<file path="src/rtl/vld_pkg.sv">
// Shared types for the strided vector load sequencer.
// Assumes nothing beyond the parameters of the top module.
package vld_pkg;
    typedef enum logic [1:0] {
        ST_IDLE  = 2'd0,
        ST_ISSUE = 2'd1,
        ST_DRAIN = 2'd2
    } vld_state_e;
endpackage

</file>
<file path="src/rtl/vld_counter.sv">
// Up-counter with synchronous clear, used for issue and write indices.
// Assumes clr and inc are never needed in the same cycle; clr wins.
module vld_counter #(
    parameter int W = 7
) (
    input  logic         clk,
    input  logic         rst_n,
    input  logic         clr,
    input  logic         inc,
    output logic [W-1:0] value
);
    // Count increments; reset and clear return to zero.
    always_ff @(posedge clk) begin
        if (!rst_n || clr) value <= '0;
        else if (inc)      value <= value + W'(1);
    end
endmodule

</file>
<file path="src/rtl/vld_addr_gen.sv">
// Element address accumulator: loads the base, then adds the signed stride
// once for each issued request. Wraps modulo 2^ADDR_W.
// Assumes load and step are never high in the same cycle.
module vld_addr_gen #(
    parameter int ADDR_W = 32
) (
    input  logic              clk,
    input  logic              rst_n,
    input  logic              load,
    input  logic [ADDR_W-1:0] base,
    input  logic [ADDR_W-1:0] stride,
    input  logic              step,
    output logic [ADDR_W-1:0] addr
);
    logic [ADDR_W-1:0] stride_q;

    // Hold the current address and the stride for the running load.
    always_ff @(posedge clk) begin
        if (!rst_n) begin
            addr     <= '0;
            stride_q <= '0;
        end else if (load) begin
            addr     <= base;
            stride_q <= stride;
        end else if (step) begin
            addr     <= addr + stride_q;
        end
    end
endmodule

</file>
<file path="src/rtl/vld_bank_timer.sv">
// One countdown per memory bank. An issue to a bank occupies it for
// BUSY_CYC clocks, counting the issue cycle. Assumes one issue per clock.
module vld_bank_timer #(
    parameter int NBANK     = 16,
    parameter int BUSY_CYC  = 4,
    parameter int BANK_BITS = $clog2(NBANK)
) (
    input  logic                 clk,
    input  logic                 rst_n,
    input  logic                 issue,
    input  logic [BANK_BITS-1:0] issue_bank,
    output logic [NBANK-1:0]     bank_busy
);
    localparam int CNT_W = $clog2(BUSY_CYC + 1);

    for (genvar b = 0; b < NBANK; b++) begin : g_bank
        logic [CNT_W-1:0] cnt;

        // Reload on an issue to this bank, otherwise run down to zero.
        always_ff @(posedge clk) begin
            if (!rst_n)                                 cnt <= '0;
            else if (issue && issue_bank == BANK_BITS'(b)) cnt <= CNT_W'(BUSY_CYC - 1);
            else if (cnt != '0)                         cnt <= cnt - CNT_W'(1);
        end

        assign bank_busy[b] = (cnt != '0);
    end
endmodule

</file>
<file path="src/rtl/strided_vload.sv">
// Strided vector load sequencer, top level.
// Walks base + i*stride over an interleaved multi-bank memory. It issues at
// most one request per clock, and only to a bank whose countdown is zero.
// It writes responses to consecutive element slots.
// Assumes the memory answers every request exactly RSP_LAT clocks later.
module strided_vload
    import vld_pkg::*;
#(
    parameter int ADDR_W   = 32,
    parameter int DATA_W   = 64,
    parameter int NBANK    = 16,
    parameter int BUSY_CYC = 4,
    parameter int MAX_VL   = 64,
    parameter int VREG_W   = 3,
    localparam int BANK_BITS = $clog2(NBANK),
    localparam int ROW_W     = ADDR_W - BANK_BITS,
    localparam int VL_W      = $clog2(MAX_VL + 1),
    localparam int IDX_W     = $clog2(MAX_VL)
) (
    input  logic                 clk,
    input  logic                 rst_n,
    input  logic                 start,
    input  logic [ADDR_W-1:0]    base_addr,
    input  logic [ADDR_W-1:0]    stride,
    input  logic [VL_W-1:0]      vlen,
    input  logic [VREG_W-1:0]    dst_reg,
    output logic                 busy,
    output logic                 done,
    output logic                 req_valid,
    output logic [BANK_BITS-1:0] req_bank,
    output logic [ROW_W-1:0]     req_row,
    input  logic                 rsp_valid,
    input  logic [DATA_W-1:0]    rsp_data,
    output logic                 elem_we,
    output logic [VREG_W-1:0]    elem_reg,
    output logic [IDX_W-1:0]     elem_idx,
    output logic [DATA_W-1:0]    elem_data
);
    vld_state_e          state;
    logic [VL_W-1:0]     vl_q;
    logic [VL_W-1:0]     vl_eff;
    logic [VREG_W-1:0]   vreg_q;
    logic [ADDR_W-1:0]   cur_addr;
    logic [NBANK-1:0]    bank_busy;
    logic [VL_W-1:0]     iss_cnt;
    logic [VL_W-1:0]     wr_cnt;
    logic                accept;
    logic                last_issue;
    logic                last_write;

    // Clamp the requested length to the register capacity.
    assign vl_eff = (vlen > VL_W'(MAX_VL)) ? VL_W'(MAX_VL) : vlen;
    assign accept = start && (state == ST_IDLE);

    // Request side: present the current address when its bank is free.
    assign req_bank   = cur_addr[BANK_BITS-1:0];
    assign req_row    = cur_addr[ADDR_W-1:BANK_BITS];
    assign req_valid  = (state == ST_ISSUE) && !bank_busy[req_bank];
    assign last_issue = (iss_cnt == vl_q - VL_W'(1));

    // Write side: responses arrive in issue order, one slot each.
    assign elem_we    = rsp_valid && (state != ST_IDLE);
    assign elem_reg   = vreg_q;
    assign elem_idx   = wr_cnt[IDX_W-1:0];
    assign elem_data  = rsp_data;
    assign last_write = elem_we && (wr_cnt == vl_q - VL_W'(1));

    assign busy = (state != ST_IDLE);

    vld_addr_gen #(.ADDR_W(ADDR_W)) u_addr (
        .clk    (clk),
        .rst_n  (rst_n),
        .load   (accept),
        .base   (base_addr),
        .stride (stride),
        .step   (req_valid),
        .addr   (cur_addr)
    );

    vld_bank_timer #(.NBANK(NBANK), .BUSY_CYC(BUSY_CYC), .BANK_BITS(BANK_BITS)) u_banks (
        .clk        (clk),
        .rst_n      (rst_n),
        .issue      (req_valid),
        .issue_bank (req_bank),
        .bank_busy  (bank_busy)
    );

    vld_counter #(.W(VL_W)) u_iss_cnt (
        .clk   (clk),
        .rst_n (rst_n),
        .clr   (accept),
        .inc   (req_valid),
        .value (iss_cnt)
    );

    vld_counter #(.W(VL_W)) u_wr_cnt (
        .clk   (clk),
        .rst_n (rst_n),
        .clr   (accept),
        .inc   (elem_we),
        .value (wr_cnt)
    );

    // Sequencing: accept, issue all elements, drain responses, pulse done.
    always_ff @(posedge clk) begin
        if (!rst_n) begin
            state  <= ST_IDLE;
            vl_q   <= '0;
            vreg_q <= '0;
            done   <= 1'b0;
        end else begin
            done <= 1'b0;
            case (state)
                ST_IDLE: begin
                    if (start) begin
                        vl_q   <= vl_eff;
                        vreg_q <= dst_reg;
                        if (vl_eff == '0) done  <= 1'b1;
                        else              state <= ST_ISSUE;
                    end
                end
                ST_ISSUE: begin
                    if (req_valid && last_issue) state <= ST_DRAIN;
                end
                ST_DRAIN: begin
                    if (last_write) begin
                        state <= ST_IDLE;
                        done  <= 1'b1;
                    end
                end
                default: state <= ST_IDLE;
            endcase
        end
    end
endmodule

</file>
<file path="config.mk">
export PLATFORM = sky130hd
export DESIGN_NAME = strided_vload
export DESIGN_NICKNAME = d
export VERILOG_FILES = /design/src/rtl/vld_pkg.sv /design/src/rtl/vld_counter.sv /design/src/rtl/vld_addr_gen.sv /design/src/rtl/vld_bank_timer.sv /design/src/rtl/strided_vload.sv
export SDC_FILE = /design/constraint.sdc
export NUM_CORES = 1
export LEC_CHECK = 0
export ABC_AREA = 1
export CAP_MARGIN = 5
export CELL_PAD_IN_SITES_DETAIL_PLACEMENT = 2
export CELL_PAD_IN_SITES_GLOBAL_PLACEMENT = 2
export CORE_ASPECT_RATIO = 1.1
export CORE_UTILIZATION = 25
export DETAILED_ROUTE_END_ITERATION = 7
export HOLD_SLACK_MARGIN = 0.06
export PLACE_DENSITY_LB_ADDON = 0.3
export SLEW_MARGIN = 20
export SYNTH_ARGS = -nofsm -noshare
export SYNTH_HDL_FRONTEND = slang
export SYNTH_SLANG_ARGS = --single-unit
</file>
<file path="constraint.sdc">
create_clock -name clk -period 2.6 [get_ports clk]
set_input_delay 0.39 -clock clk [delete_from_list [all_inputs] [get_ports clk]]
set_output_delay 0.39 -clock clk [all_outputs]
set_load 0.03 [all_outputs]
</file>
==> run metrics <==
CTS max path bufs=2; setup violators final=0; syn avg cell area=6.29 sq um; Reg clk slew, reported paths=70 ps; WL/cell=16.5 microns; Synthesized Nets=1734; Via density=4.58; pwr/cell area=861 nW/um^2; standard-cell rows=74; placed wire-length estimate=26900 microns; GRT Util Overall=18.2%; final instance area=11600 sq um; WP data required=2210 ps; Die Y=207 microns; number of flops mapped to enable cells by yosys=0; final slew viol count=0; Layout Nets=1794; Clock Sink Count=139; hold buffers post-CTS=0; max-cap violations=0; Placed Area=11000 sq um; Max VDD drop=487 uV; number of CTS-inserted buffers=17; Layout Skew=14.7 ps; HP Class=input pin to flop; fill count=4558; Syn Inst Count=1525; routed vias=9589; highest routed metal layer=met4; fmax=395 MHz; die area=39200 sq um; fin crit share=97.3%; startpoint types=flop; Clk Tree Root Cell=clkbuf_16; Initial Util=25.6%; later-pin clock latency in the skew report=450 ps; I/O pin total=251; htree depth=4; number of flip-flops in the largest register=48; GPL Wtd Cong=0.821; Period minus WS final=2530 ps; total power=10.0 mW; CP Capture Type=primary output; PortBufs=122; Non-Filler Instances=2092; Synth area leader=dfxtp_1; Top Family by Delay on Critical Path=simple AND/OR/NAND/NOR gates; worst-path maximum fanout=5; M1 wire length=15000 microns; yosys warns=0; multi-input logic area=5370 sq um; Commonest cells post-synth=423 x nand2_1, 217 x inv_1, 199 x nor2_1; largest cells by area after synthesis=dfxtp_1 29%, nand2_1 17%, ha_1 8.6%; antenna violations before repair=0; number of synthesized register bits=139; Slew @ Worst Pin=633 ps; CTS tree=done; Seq/Total Area, Yosys=29.0%; number of diodes=0; hold_sp=rst_n; Crit Path Class=flop to primary output; crit path cell chain=inv_1, ha_1, nand2_1, nand2_1, o21ai_1, nor2_1, nor2_1, nor2_1, nand3_2, clkinvlp_4, buf_6; CP peak stage delay=310 ps; R2R Path Start=u_banks.g_bank[10].cnt[0]; Regs by FF count=u_banks.g_bank.cnt x48, u_addr.addr x32, u_addr.stride_q x32; Final ANT Viol Nets=0; largest net degree at the start of global routing=62; vias in the first global route=10600; Pleak=5.41 nW; Min Hold Slack=439 ps; crit-path most repeated cell=nor2_1; layout cells sized above 1=5.76%; dpl cells=2056; post-synth top area share=29.0%; setup TNS=0 ps; synth unique cells=33; area delta synth->final=21.2%; Async SR Flop Fraction=0%; Reg with most FFs=u_banks.g_bank.cnt; Post-Route WL=34600 microns; wire length on met3=880 microns; Final Hold Fails=0; status=finished clean; initial drt markers=207; routed length on met2=17900 microns; Worst Path Buf+Inv=3; Mapped Area=9600 sq um; first-pass GRT wire length=55700 microns; drt pass-1 iters=4; area of the core=37500 sq um; most common cell in the netlist=nand2_1; drt drc=0; Worst path slowest cell=dfxtp_1; FF+latch area=2790 sq um; die width=189 microns; Rel. slew slack=57.8%; top_reg_cell synth=dfxtp_1; Critical Path Start=u_banks.g_bank[10].cnt[0]; critical path arrival=2140 ps; GR Overflow Total=0
where the power goes:
group	internal (mW)	total (mW)	switching, mW
clock	1.52	2.60	1.08
sequential	2.65	2.98	0.331
combinational	1.74	4.44	2.70
total	5.90	10.0	4.11
what timing repair did:
item	in CTS	in global routing
buffers inserted	0	4
gates cloned	0	0
pin swaps	0	2
endpoints found under the setup margin	1	1
resized for setup	3	19
metrics by stage:
step           utilization, %  setup slack [ps]
2_1_floorplan               -               480
3_3_place_gp             29.2               233
3_5_place_dp             29.2               205
4_1_cts                  30.8              4.35
5_1_grt                  31.0             -32.5
6_report                 31.0              70.2
cells by family after synthesis:
logic type,after synthesis,synth area share (%)
AND/OR/NAND/NOR,749,31.6
buffers and inverters,324,15.6
AO/OA/AOI/OAI,194,10.3
flip-flops,139,29.0
adder cells (fa/ha/maj),67,8.81
XOR/XNOR,51,4.65
multiplexers,1,0.104
final timing paths:
kind                            slack, ps  cells past startpoint                       end
worst max-delay path                   70                     11                 req_valid
worst min-delay path                  440                      4  u_banks.g_bank[0].cnt[2]
worst max register to register        170                     16           u_addr.addr[19]
worst min register to register        490                      2       u_addr.stride_q[11]
final cells by class:
| type | count | share of cell area, % |
|---|---|---|
| inverter | 219 | 7.10 |
| clock inverter | 13 | 1.43 |
| tap | 494 | 5.31 |
| clock buffer | 19 | 3.72 |
| sequential | 139 | 23.9 |
| timing repair buffer | 146 | 12.3 |
| multi-input combinational | 1062 | 46.2 |
cells in the final DEF (no fill, tap or decap), types with 3 or more instances in the layout:
master	n
nand2_1	409
nor3_1	12
inv_2	4
inv_1	214
ha_1	66
and2_1	5
clkbuf_16	17
o21ai_0	88
xor2_1	28
bufinv_16	3
a21oi_1	98
xnor2_1	23
buf_4	21
inv_6	3
clkdlybuf4s50_1	120
clkinvlp_4	4
nand4_1	19
dfxtp_1	137
buf_12	3
or2_2	11
nor2_1	197
nand3_1	73
o22ai_1	3
nand2_2	14
tightest hold or removal path, stage by stage:
cell     delay [ps]
buf_2           120
buf_4           210
nand2_1         100
nor2_1           40
metal layers:
metal | track usage [%] | vias to the layer above
li1 | - | 4787
met4 | 6.26 | 0
met5 | 0 | -
met3 | 3.06 | 53
met1 | 20.5 | 4630
met2 | 34.0 | 119
Power figures use the tool's default switching activity.
